`src/rtl/dptr_bank_pkg.sv`:
```
package dptr_bank_pkg;

   localparam int NUM_PTR      = 2;
   localparam int CTRL_SEL_BIT = 0;
   localparam int CTRL_TOG_BIT = 6;

   typedef struct packed {
      logic toggle_en;
      logic sel;
   } dptr_ctrl_t;

endpackage

```
`src/rtl/dptr_ctrl_reg.sv`:
```
module dptr_ctrl_reg
   import dptr_bank_pkg::*;
#(
   parameter int DATA_W = 8
) (
   input  logic              clk,
   input  logic              rst_n,
   input  logic              wr_en,
   input  logic [DATA_W-1:0] wdata,
   input  logic              movx_stb,
   output dptr_ctrl_t        ctrl
);

   generate
      if (DATA_W <= CTRL_TOG_BIT) begin : g_bad_width
         $error("dptr_ctrl_reg: DATA_W too narrow for the toggle bit");
      end
   endgenerate

   always_ff @(posedge clk or negedge rst_n) begin
      if (!rst_n) begin
         ctrl <= '0;
      end else if (wr_en) begin
         ctrl.sel       <= wdata[CTRL_SEL_BIT];
         ctrl.toggle_en <= wdata[CTRL_TOG_BIT];
      end else if (movx_stb && ctrl.toggle_en) begin
         ctrl.sel <= ~ctrl.sel;
      end
   end

   assert_toggle_R5: assert property (@(posedge clk) disable iff (!rst_n)
      (movx_stb && ctrl.toggle_en && !wr_en) |=> (ctrl.sel != $past(ctrl.sel)));

   assert_no_toggle_R6: assert property (@(posedge clk) disable iff (!rst_n)
      (!ctrl.toggle_en && !wr_en) |=> $stable(ctrl.sel));

   assert_sw_wins_R7: assert property (@(posedge clk) disable iff (!rst_n)
      wr_en |=> (ctrl.sel == $past(wdata[CTRL_SEL_BIT])));

endmodule

```
`src/rtl/dptr_store.sv`:
```
module dptr_store #(
   parameter int NUM_PTR = 2,
   parameter int DATA_W  = 8,
   parameter int PTR_W   = 16,
   localparam int LANES  = PTR_W / DATA_W,
   localparam int SEL_W  = (NUM_PTR > 1) ? $clog2(NUM_PTR) : 1
) (
   input  logic                         clk,
   input  logic                         rst_n,
   input  logic [SEL_W-1:0]             sel,
   input  logic [LANES-1:0]             lane_we,
   input  logic [DATA_W-1:0]            wdata,
   output logic [NUM_PTR-1:0][PTR_W-1:0] ptrs
);

   generate
      if (PTR_W % DATA_W != 0) begin : g_bad_lanes
         $error("dptr_store: PTR_W must be a multiple of DATA_W");
      end
      if (NUM_PTR < 2) begin : g_bad_count
         $error("dptr_store: at least two pointers are required");
      end
   endgenerate

   for (genvar p = 0; p < NUM_PTR; p++) begin : g_ptr
      for (genvar b = 0; b < LANES; b++) begin : g_lane
         always_ff @(posedge clk or negedge rst_n) begin
            if (!rst_n)
               ptrs[p][b*DATA_W +: DATA_W] <= '0;
            else if (lane_we[b] && (sel == SEL_W'(p)))
               ptrs[p][b*DATA_W +: DATA_W] <= wdata;
         end
      end

      assert_unsel_hold_R3: assert property (@(posedge clk) disable iff (!rst_n)
         (sel != SEL_W'(p)) |=> $stable(ptrs[p]));
   end

endmodule

```
`src/rtl/dptr_rd_mux.sv`:
```
module dptr_rd_mux #(
   parameter int              ADDR_W    = 8,
   parameter int              DATA_W    = 8,
   parameter int              LANES     = 2,
   parameter logic [ADDR_W-1:0] LO_ADDR   = 8'h82,
   parameter logic [ADDR_W-1:0] CTRL_ADDR = 8'h85
) (
   input  logic [ADDR_W-1:0]       addr,
   input  logic [DATA_W-1:0]       ctrl_byte,
   input  logic [LANES*DATA_W-1:0] active,
   output logic [DATA_W-1:0]       rdata
);

   logic [LANES-1:0] hit;

   for (genvar b = 0; b < LANES; b++) begin : g_hit
      localparam logic [ADDR_W-1:0] LANE_ADDR = ADDR_W'(LO_ADDR + b);
      assign hit[b] = (addr == LANE_ADDR);
   end

   always_comb begin
      rdata = '0;
      if (addr == CTRL_ADDR) rdata = ctrl_byte;
      for (int b = 0; b < LANES; b++) begin
         if (hit[b]) rdata = active[b*DATA_W +: DATA_W];
      end
   end

endmodule

```
`src/rtl/dptr_bank_unit.sv`:
```
module dptr_bank_unit
   import dptr_bank_pkg::*;
#(
   parameter int                ADDR_W    = 8,
   parameter int                DATA_W    = 8,
   parameter int                PTR_W     = 16,
   parameter logic [ADDR_W-1:0] LO_ADDR   = 8'h82,
   parameter logic [ADDR_W-1:0] CTRL_ADDR = 8'h85
) (
   input  logic              clk,
   input  logic              rst_n,
   input  logic [ADDR_W-1:0] sfr_addr,
   input  logic [DATA_W-1:0] sfr_wdata,
   input  logic              sfr_we,
   input  logic              movx_stb,
   output logic [DATA_W-1:0] sfr_rdata,
   output logic [PTR_W-1:0]  xaddr
);

   localparam int LANES = PTR_W / DATA_W;
   localparam logic [DATA_W-1:0] CTRL_MASK =
      DATA_W'((1 << CTRL_SEL_BIT) | (1 << CTRL_TOG_BIT));

   generate
      if ((CTRL_ADDR >= LO_ADDR) && (int'(CTRL_ADDR) < int'(LO_ADDR) + LANES)) begin : g_clash
         $error("dptr_bank_unit: control address overlaps pointer lanes");
      end
   endgenerate

   dptr_ctrl_t                       ctrl;
   logic [NUM_PTR-1:0][PTR_W-1:0]    ptrs;
   logic [LANES-1:0]                 lane_we;
   logic [DATA_W-1:0]                ctrl_byte;
   logic                             ctrl_we;

   assign ctrl_we = sfr_we && (sfr_addr == CTRL_ADDR);

   for (genvar b = 0; b < LANES; b++) begin : g_lane_dec
      localparam logic [ADDR_W-1:0] LANE_ADDR = ADDR_W'(LO_ADDR + b);
      assign lane_we[b] = sfr_we && (sfr_addr == LANE_ADDR);
   end

   dptr_ctrl_reg #(.DATA_W(DATA_W)) u_ctrl (
      .clk      (clk),
      .rst_n    (rst_n),
      .wr_en    (ctrl_we),
      .wdata    (sfr_wdata),
      .movx_stb (movx_stb),
      .ctrl     (ctrl)
   );

   dptr_store #(.NUM_PTR(NUM_PTR), .DATA_W(DATA_W), .PTR_W(PTR_W)) u_store (
      .clk     (clk),
      .rst_n   (rst_n),
      .sel     (ctrl.sel),
      .lane_we (lane_we),
      .wdata   (sfr_wdata),
      .ptrs    (ptrs)
   );

   always_comb begin
      ctrl_byte               = '0;
      ctrl_byte[CTRL_SEL_BIT] = ctrl.sel;
      ctrl_byte[CTRL_TOG_BIT] = ctrl.toggle_en;
   end

   assign xaddr = ptrs[ctrl.sel];

   dptr_rd_mux #(
      .ADDR_W(ADDR_W), .DATA_W(DATA_W), .LANES(LANES),
      .LO_ADDR(LO_ADDR), .CTRL_ADDR(CTRL_ADDR)
   ) u_rd (
      .addr      (sfr_addr),
      .ctrl_byte (ctrl_byte),
      .active    (xaddr),
      .rdata     (sfr_rdata)
   );

   assert_rsvd_zero_R4: assert property (@(posedge clk) disable iff (!rst_n)
      (sfr_addr == CTRL_ADDR) |-> ((sfr_rdata & ~CTRL_MASK) == '0));

   assert_unmapped_R9: assert property (@(posedge clk) disable iff (!rst_n)
      ((sfr_addr != CTRL_ADDR) &&
       ((sfr_addr < LO_ADDR) || (int'(sfr_addr) >= int'(LO_ADDR) + LANES)))
      |-> (sfr_rdata == '0));

   assert_ctrl_view_R2: assert property (@(posedge clk) disable iff (!rst_n)
      (sfr_addr == CTRL_ADDR) |-> (sfr_rdata[CTRL_SEL_BIT] == ctrl.sel));

endmodule

```
`config.mk`:
```
export PLATFORM = sky130hd
export DESIGN_NAME = dptr_bank_unit
export DESIGN_NICKNAME = d
export VERILOG_FILES = /design/src/rtl/dptr_bank_pkg.sv /design/src/rtl/dptr_ctrl_reg.sv /design/src/rtl/dptr_store.sv /design/src/rtl/dptr_rd_mux.sv /design/src/rtl/dptr_bank_unit.sv
export SDC_FILE = /design/constraint.sdc
export NUM_CORES = 1
export LEC_CHECK = 0
export ABC_CLOCK_PERIOD_IN_PS = 1900
export BUFFER_PORTS_ARGS = -buffer_cell sky130_fd_sc_hd__clkbuf_2
export CAP_MARGIN = 0
export CORE_MARGIN = 5
export CORE_UTILIZATION = 53
export DETAILED_ROUTE_END_ITERATION = 16
export GPL_TIMING_DRIVEN = 0
export PLACE_DENSITY = 0.84
export SYNTH_ARGS = -nofsm -noshare
export SYNTH_HDL_FRONTEND = slang
export SYNTH_SLANG_ARGS = --single-unit
```
`constraint.sdc`:
```
create_clock -name clk -period 1.9 [get_ports clk]
set_input_delay 0.38 -clock clk [delete_from_list [all_inputs] [get_ports clk]]
set_output_delay 0.38 -clock clk [all_outputs]
set_load 0.005 [all_outputs]
```
==> results.toml, run 1 <==
[run_status]
status = "finished with violations"
violations = "setup timing"

[power]
p_leak_nw = 1.26
finalPower_mw = 1.77
p_per_area_nw_per_um2 = 735
vdd_drop_max_mv = 0.447

[place]
gp_congestion = 0.737
place_hpwl_um = 3050
placed_cell_area_sq_um = 2170
io_buffers = 43
post-place-ws_ns = -0.190
dpl.cell_count = 226

[logic_synthesis]
syn_nets = 157
syn_avg_cell_area_sq_um = 13.8
ys_top_cells_by_count = "34 x dfrtp_1, 24 x mux2_4, 16 x mux2_2, 16 x nand4_1, 10 x mux2_1"
ys_seq_area_share_pct = 44.9
synth_xor_area_share_pct = 0.462
synth_top_area_share_pct = 44.9
synth_seq_cells = 34
synthFlopType = "dfrtp_1"
yosysUniqueCellTypes = 20
synth-edff-count = 0
synthSimpleGateAreaFrac_pct = 14.5
yosys.cell_count.top_type = "dfrtp_1"
synthTopCellsByArea = "dfrtp_1 45%, mux2_4 19%, mux2_2 9.5%"
ys_warn_count = 0
synth_compound_area_share_pct = 0
yosys.area.top_type = "dfrtp_1"
synth_top_family_by_area = "multiplexers"
synth_cells = 137
async_reset_ff_share_pct = 100
synthAdderAreaFrac_pct = 0
muxShareOfSynthArea_pct = 34.5
synthesis.area_sq_um = 1890

[critical_path]
critPathCaptureType = "output pin"
cp.required_ns = 1.52
worst-path-stages = 6
path_max_fanout = 5
r2r_start = "u_ctrl.ctrl[0]"
path_buf_inv = 3
reg2reg_depth = 6
crit_path_start_kind = "flip-flop"
cp_slowest_stage_delay_ns = 0.40
critPathTopFamily = "flip-flops"
worstReg2RegEnd = "u_store.ptrs[27]"
critPathKind = "reg -> out"
worst-r2r-setup-slack_ns = 0.29
crit_chain = "buf_6 -> buf_8 -> mux2_4 -> nand4_1 -> nand2_1 -> clkbuf_2"
timing.critical_path.to = "sfr_rdata[1]"
slowest_stage = "dfrtp_1"
startpoint = "u_ctrl.ctrl[0]"
cp.arrival_ns = 1.60

[floorplan]
die_x_um = 69.8
core-area_sq_um = 3390
start_util_pct = 55.9
rows = 21
num_io_pins = 44
design.die.area_sq_um = 4870
die_height_um = 69.8

[routing]
postRouteAntennaNets = 0
drc = 0
firstDrtPassIters = 4
routed_wirelength_um = 4540
viasPerCell = 5.74
drt_iter0_drc = 55
vias = 1384
wl_per_cell_um = 18.8

[global_route]
grt_pass1_vias = 1551
grt_pass1_wl_um = 7590
antenna_found_initial = 0
grt_start_max_net_pins = 35
grt_overflow = 0
track_usage_pct = 19.5

[finish]
final_area_sq_um = 2410
nNetsFinal = 216
drive_gt1_share_pct = 59.5
fin_util_pct = 71.2
instances_no_fill = 241
area_delta_synth_final_pct = 27.3
n_antenna_cell = 0

[cts]
hold_buffers = 0
cts_tree = "yes"
root_buffer = "clkbuf_4"
cts.sink_count = 34
numCtsBuffers = 5
clk_pin_slew_ns = 0.09
clk_path_buf_depth = 2
htreeDepth = 2
insertion_delay_ns = 0.33

[timing]
setup_viol = 11
finalHoldViolCount = 0
layout_setup_ws_ns = -0.0822
fin_hold_ws_ns = 0.136
slew_headroom_pct = 44.4
skew_ns = 0.00166
worstMarginPinSlew_ns = 0.834
period_needed_ns = 1.98
period_share_pct = 104
tns_ns = -0.593
rsz0062_at_grt = "yes"
maxSlewViolCount = 0
fmax_mhz = 504

[hold_path]
hp-class = "in -> async"

[run]
drv_cap = 0
worst min path at each step:
stage	from	end	depth (start not counted)	slack [ns]
final	rst_n	u_store.ptrs[12]	1	0.14
after global routing	rst_n	u_store.ptrs[12]	1	0.20
after CTS	rst_n	u_store.ptrs[6]	1	0.15
after detailed placement	u_store.ptrs[13]	u_store.ptrs[13]	1	0.47
after global placement	u_store.ptrs[10]	u_store.ptrs[10]	1	0.46
after floorplan	rst_n	u_ctrl.ctrl[0]	0	0.08
cell type report:
| cell class | count | area, sq um |
|---|---|---|
| well taps | 46 | 57.6 |
| repair buffers | 52 | 333 |
| multi-input cells | 91 | 992 |
| fillers | 227 | 977 |
| plain buffers | 12 | 128 |
| clock buffers | 6 | 51.3 |
| flip-flops and latches | 34 | 851 |
flip-flops by register name, summed over array words and instances (netlist names):
register and flops:
u_ctrl.ctrl 2, u_store.ptrs 32
power by group:
part           leakage, nW  switching, mW  total (mW)  internal, mW
Combinational        0.763          0.255       0.608         0.353
Clock               0.0302          0.220       0.387         0.167
Sequential           0.470         0.0213       0.779         0.758
Total                 1.26          0.497        1.77          1.28
cell usage in the layout (no fill, tap or decap), types with 2 or more instances in the layout:
| cell type | count |
|---|---|
| and2_1 | 2 |
| and4_4 | 3 |
| buf_12 | 4 |
| buf_2 | 3 |
| buf_4 | 4 |
| buf_6 | 6 |
| clkbuf_2 | 45 |
| clkbuf_4 | 5 |
| dfrtp_1 | 34 |
| mux2_1 | 10 |
| mux2_4 | 39 |
| nand2_1 | 7 |
| nand3_1 | 5 |
| nand4_1 | 16 |
| nor2b_1 | 2 |
per-layer routing:
metal / up-vias / GRT usage, % / wire, um
li1: 627 / - / -
met1: 696 / 23.8 / 1870
met2: 49 / 32.9 / 2380
met3: 12 / 3.91 / 184
met4: 0 / 8.94 / 102
met5: - / 0 / 0
logic make-up after synthesis:
family                 count (synthesis)
buffers and inverters                 12
XOR/XNOR                               1
AND/OR/NAND/NOR                       40
flip-flops                            34
multiplexers                          50
timing repair:
action                                  4_1_cts  5_1_grt
gates resized for setup                      23        6
endpoints found under the setup margin       16       11
pin swaps                                    11        3
buffers inserted                              7        1
gates cloned                                  1        0
(Power assumes the default switching activity.)
==> run 2: changes to the inputs <==
--- a/config.mk
+++ b/config.mk
@@ -5,7 +5,7 @@
 export SDC_FILE = /design/constraint.sdc
 export NUM_CORES = 1
 export LEC_CHECK = 0
-export ABC_CLOCK_PERIOD_IN_PS = 1900
+export ABC_CLOCK_PERIOD_IN_PS = 2150
 export BUFFER_PORTS_ARGS = -buffer_cell sky130_fd_sc_hd__clkbuf_2
 export CAP_MARGIN = 0
 export CORE_MARGIN = 5
==> constraint.sdc (replaced) <==
create_clock -name clk -period 2.15 [get_ports clk]
set_input_delay 0.43 -clock clk [delete_from_list [all_inputs] [get_ports clk]]
set_output_delay 0.43 -clock clk [all_outputs]
set_load 0.005 [all_outputs]
==> results.toml, run 2 (synthesized netlist as in run 1, its figures left out) <==
[cts]
root_buffer = "clkbuf_4"
htreeDepth = 2
clk_pin_slew_ns = 0.10
cts.sink_count = 34
numCtsBuffers = 5
clk_path_buf_depth = 2
insertion_delay_ns = 0.33
cts_tree = "yes"

[timing]
worstMarginPinSlew_ns = 0.822
skew_ns = 0.00467
period_share_pct = 93.8
slew_headroom_pct = 45.2
setup_viol = 0
tns_ns = 0
rsz0062_at_grt = "no"
finalHoldViolCount = 0
maxSlewViolCount = 0
fin_hold_ws_ns = 0.179
fmax_mhz = 496
period_needed_ns = 2.02
layout_setup_ws_ns = 0.134

[routing]
viasPerCell = 5.75
routed_wirelength_um = 4210
postRouteAntennaNets = 0
drc = 0
drt_iter0_drc = 78
firstDrtPassIters = 4
vias = 1329
wl_per_cell_um = 18.2

[place]
post-place-ws_ns = -0.0402
io_buffers = 43
place_hpwl_um = 3050
placed_cell_area_sq_um = 2170
gp_congestion = 0.737

[hold_path]
hp-class = "in -> async"

[power]
vdd_drop_max_mv = 0.377
p_leak_nw = 1.16
power_frac_comb_pct = 21.9
swShare_pct = 27.6
p_per_area_nw_per_um2 = 593
p_int_mw = 0.955
clockPowerShare_pct = 26.0
power_frac_seq_pct = 52.1
finalPower_mw = 1.32
switching_power_mw = 0.363

[critical_path]
path_max_fanout = 19
critPathCaptureType = "output pin"
cp.arrival_ns = 1.59
cp.required_ns = 1.72
slowest_stage = "mux2_2"
path_buf_inv = 2
cp_slowest_stage_delay_ns = 0.38
critPathTopFamily = "multiplexers"
crit_chain = "buf_6 -> mux2_2 -> nand4_1 -> nand2_1 -> clkbuf_2"
crit_path_start_kind = "flip-flop"
critPathKind = "reg -> out"

[run_status]
status = "finished, final reports clean"

[global_route]
grt_pass1_wl_um = 7080
track_usage_pct = 18.2
grt_pass1_vias = 1475
grt_start_max_net_pins = 35
antenna_found_initial = 0
grt_overflow = 0

[finish]
final_area_sq_um = 2220
drive_gt1_share_pct = 57.3
layout_commonest_cell = "clkbuf_2"
area_delta_synth_final_pct = 17.4
largest_register_ffs = 32
fill_cells = 258
n_antenna_cell = 0
final_cell_mix = "46 x clkbuf_2, 34 x dfrtp_1, 24 x mux2_4"
nNetsFinal = 206
largestRegisters = "u_store.ptrs: 32 flops, u_ctrl.ctrl: 2 flops"
top_register = "u_store.ptrs"

[floorplan]
rows = 21
design.die.area_sq_um = 4870
core-area_sq_um = 3390
die_height_um = 69.8
die_x_um = 69.8
start_util_pct = 55.9
num_io_pins = 44

[run]
drv_cap = 0
-- run 2: power by group through the flow --
| stage | registers, mW | logic [mW] | clock network, mW |
|---|---|---|---|
| after floorplan | 0.692 | 0.185 | 0 |
| after global placement | 0.694 | 0.283 | 0 |
| after detailed placement | 0.697 | 0.293 | 0 |
| after CTS | 0.686 | 0.318 | 0.346 |
| after global routing | 0.690 | 0.320 | 0.374 |
| final | 0.687 | 0.289 | 0.343 |
-- run 2: layout make-up --
cell class	count	area (sq um)	area share [%]
Multi-Input combinational cell	91	936	42.1
Sequential cell	34	851	38.3
Timing Repair Buffer	43	215	9.68
Buffer	11	113	5.06
Tap cell	46	57.6	2.59
Clock buffer	6	51.3	2.31
-- run 2: metal layers --
metal	vias to the layer above	track usage, %	share of wire [%]
met5	-	0	0
met4	0	8.30	1.5
met3	10	4.06	5.8
met2	55	30.7	52
met1	662	22.1	41
li1	602	-	-
-- run 2: worst paths after layout --
| kind | slack [ns] | startpoint | to | depth (start not counted) |
|---|---|---|---|---|
| setup / recovery | 0.13 | u_ctrl.ctrl[0] | sfr_rdata[2] | 5 |
| hold / removal | 0.18 | rst_n | u_store.ptrs[6] | 1 |
| setup reg to reg | 0.58 | u_ctrl.ctrl[0] | u_store.ptrs[19] | 5 |
| hold reg to reg | 0.49 | u_store.ptrs[13] | u_store.ptrs[13] | 1 |
| max in group asynchronous | 1.45 | rst_n | u_store.ptrs[17] | 1 |
| min in group clk | 0.37 | sfr_wdata[1] | u_store.ptrs[9] | 2 |
-- run 2: timing repair --
| item | 4_1_cts | 5_1_grt |
|---|---|---|
| gates resized for setup | 6 | 2 |
| hold buffers | 0 | 0 |
| buffers inserted | 0 | 0 |
| gates cloned | 0 | 0 |
| endpoints found under the setup margin | 15 | 7 |
-- run 2: worst register-to-register path, cell delays in order (launching register included) --
cell and delay, ns:
dfrtp_1 0.37, buf_6 0.22, and2_1 0.18, and4_4 0.24, buf_12 0.14, mux2_4 0.31
-- run 2: stage by stage --
| step | instances | util (%) |
|---|---|---|
| final | 231 | 65.6 |
| after global routing | 231 | 65.6 |
| after CTS | 232 | 65.9 |
| after detailed placement | 226 | 63.9 |
| after floorplan | 137 | - |
| after global placement | 226 | 63.9 |
==> run 3: changes to the inputs <==
--- a/config.mk
+++ b/config.mk
@@ -13,6 +13,7 @@
 export DETAILED_ROUTE_END_ITERATION = 16
 export GPL_TIMING_DRIVEN = 0
 export PLACE_DENSITY = 0.84
+export REMOVE_ABC_BUFFERS = 1
 export SYNTH_ARGS = -nofsm -noshare
 export SYNTH_HDL_FRONTEND = slang
 export SYNTH_SLANG_ARGS = --single-unit
==> results.toml, run 3 (synthesized netlist as in run 1, its figures left out) <==
[floorplan]
start_util_pct = 55.9
die_x_um = 69.8
rows = 21
core-area_sq_um = 3390
die_height_um = 69.8
num_io_pins = 44
design.die.area_sq_um = 4870

[routing]
vias = 1323
viasPerCell = 5.88
wl_per_cell_um = 20.3
drc = 0
routed_wirelength_um = 4570
postRouteAntennaNets = 0
drt_iter0_drc = 124
firstDrtPassIters = 4

[critical_path]
critPathCaptureType = "output pin"
worstReg2RegEnd = "u_store.ptrs[9]"
critPathTopFamily = "simple AND/OR/NAND/NOR gates"
slowest_stage = "nor2_2"
cp.arrival_ns = 1.67
worst-r2r-setup-slack_ns = 0.31
path_max_fanout = 20
cp.required_ns = 1.72
path_buf_inv = 2
crit_top_cell = "clkbuf_2"
crit_path_start_kind = "input port"
cp_slowest_stage_delay_ns = 0.67
r2r_start = "u_ctrl.ctrl[0]"
critPathKind = "in -> out"
crit_chain = "clkbuf_2 -> nor2_2 -> nand4_1 -> nand3_1 -> clkbuf_2"
worst-path-stages = 5
reg2reg_depth = 4

[timing]
period_needed_ns = 2.10
setup_viol = 0
worstMarginPinSlew_ns = 0.850
fmax_mhz = 475
rsz0062_at_grt = "yes"
skew_ns = 0.0153
maxSlewViolCount = 0
period_share_pct = 97.9
finalHoldViolCount = 0
slew_headroom_pct = 43.3

[global_route]
grtUsageMet3_pct = 6.52
grt_pass1_vias = 1396
met2_usage_pct = 31.5
track_usage_pct = 19.2
grt_overflow = 0
grtUsageMet1_pct = 22.1
grt_start_max_net_pins = 35
antenna_found_initial = 0
grt_busiest_layer = "met2"
grt_pass1_wl_um = 7250

[cts]
cts_tree = "yes"
cts.sink_count = 34
hold_buffers = 0
numCtsBuffers = 5
root_buffer = "clkbuf_4"
insertion_delay_ns = 0.36
clk_pin_slew_ns = 0.12
htreeDepth = 2
clk_path_buf_depth = 2

[finish]
layout_commonest_cell = "clkbuf_2"
fill_cells = 246
nNetsFinal = 198
area_delta_synth_final_pct = 16.0
largestRegisters = "u_store.ptrs: 32 flops, u_ctrl.ctrl: 2 flops"
final_cell_mix = "43 x clkbuf_2, 33 x dfrtp_1, 24 x mux2_4"
top_register = "u_store.ptrs"
n_antenna_cell = 0
largest_register_ffs = 32
fin_util_pct = 64.8
drive_gt1_share_pct = 57.5

[power]
switching_power_mw = 0.413
p_int_mw = 1.08
vdd_drop_max_mv = 0.426
p_per_area_nw_per_um2 = 680
power_frac_comb_pct = 21.8
clockPowerShare_pct = 31.6
swShare_pct = 27.7
power_frac_seq_pct = 46.6
p_leak_nw = 1.14
finalPower_mw = 1.49

[place]
place_hpwl_um = 2930
gp_congestion = 0.742
io_buffers = 43

[run]
drv_cap = 0

[run_status]
status = "finished, final reports clean"

[hold_path]
hp-class = "in -> async"
## run 3: cell types whose count changed in the layout (fill, tap and decap cells not counted), sizes merged
cell    previous run  this run
bufinv             0         1
buf                8         2
nor4b              2         3
clkbuf            52        48
clkinv             0         2
## run 3: how the worst max path moves through the flow
stage	slack (ns)	to	start
CTS	0.07	sfr_rdata[0]	u_ctrl.ctrl[0]
global placement	-0.41	u_store.ptrs[11]	sfr_addr[3]
finish	0.05	sfr_rdata[0]	sfr_addr[3]
detailed placement	-0.47	u_store.ptrs[9]	sfr_addr[3]
global route	-0.01	sfr_rdata[5]	sfr_addr[4]
floorplan	0.12	u_store.ptrs[10]	sfr_addr[3]
## run 3: area by class of cell
cell class | count | area, sq um | share of cell area, %
multi-input cells | 92 | 965 | 43.9
clock inverters | 3 | 40.0 | 1.82
well taps | 46 | 57.6 | 2.62
clock buffers | 5 | 37.5 | 1.71
repair buffers | 45 | 243 | 11.0
flip-flops and latches | 34 | 855 | 38.9
## run 3: power groups by stage
stage	registers [mW]	logic [mW]	clock network, mW
2_1_floorplan	0.734	0.126	0
3_3_place_gp	0.756	0.194	0
3_5_place_dp	0.760	0.204	0
4_1_cts	0.754	0.208	0.479
5_1_grt	0.700	0.346	0.508
6_report	0.697	0.325	0.472
## run 3: through the flow
stage          hold WS [ns]  instance area [sq um]  worst slack (ns)  std cells  setup TNS, ns
3_5_place_dp          0.472                   2060            -0.468        214         -13.49
2_1_floorplan         0.134                   1790             0.123        125              0
6_report              0.147                   2200            0.0456        225              0
4_1_cts               0.183                   2170            0.0654        223              0
5_1_grt               0.209                   2200          -0.00992        225       -0.00992
3_3_place_gp          0.462                   2060            -0.407        214         -11.19
## run 3: timing repair
item	in CTS	in global routing
setup buffers	0	2
cloned	1	0
pin swaps	1	0
hold endpoints to repair	0	0
gates resized for setup	4	1
endpoints found under the setup margin	32	4
## run 3: per-layer routing
layer	routed length, um	part of all wire, %	up-vias
li1	-	-	598
met1	1800	39	641
met2	2280	50	70
met3	313	6.9	14
met4	174	3.8	0
met5	0	0	-
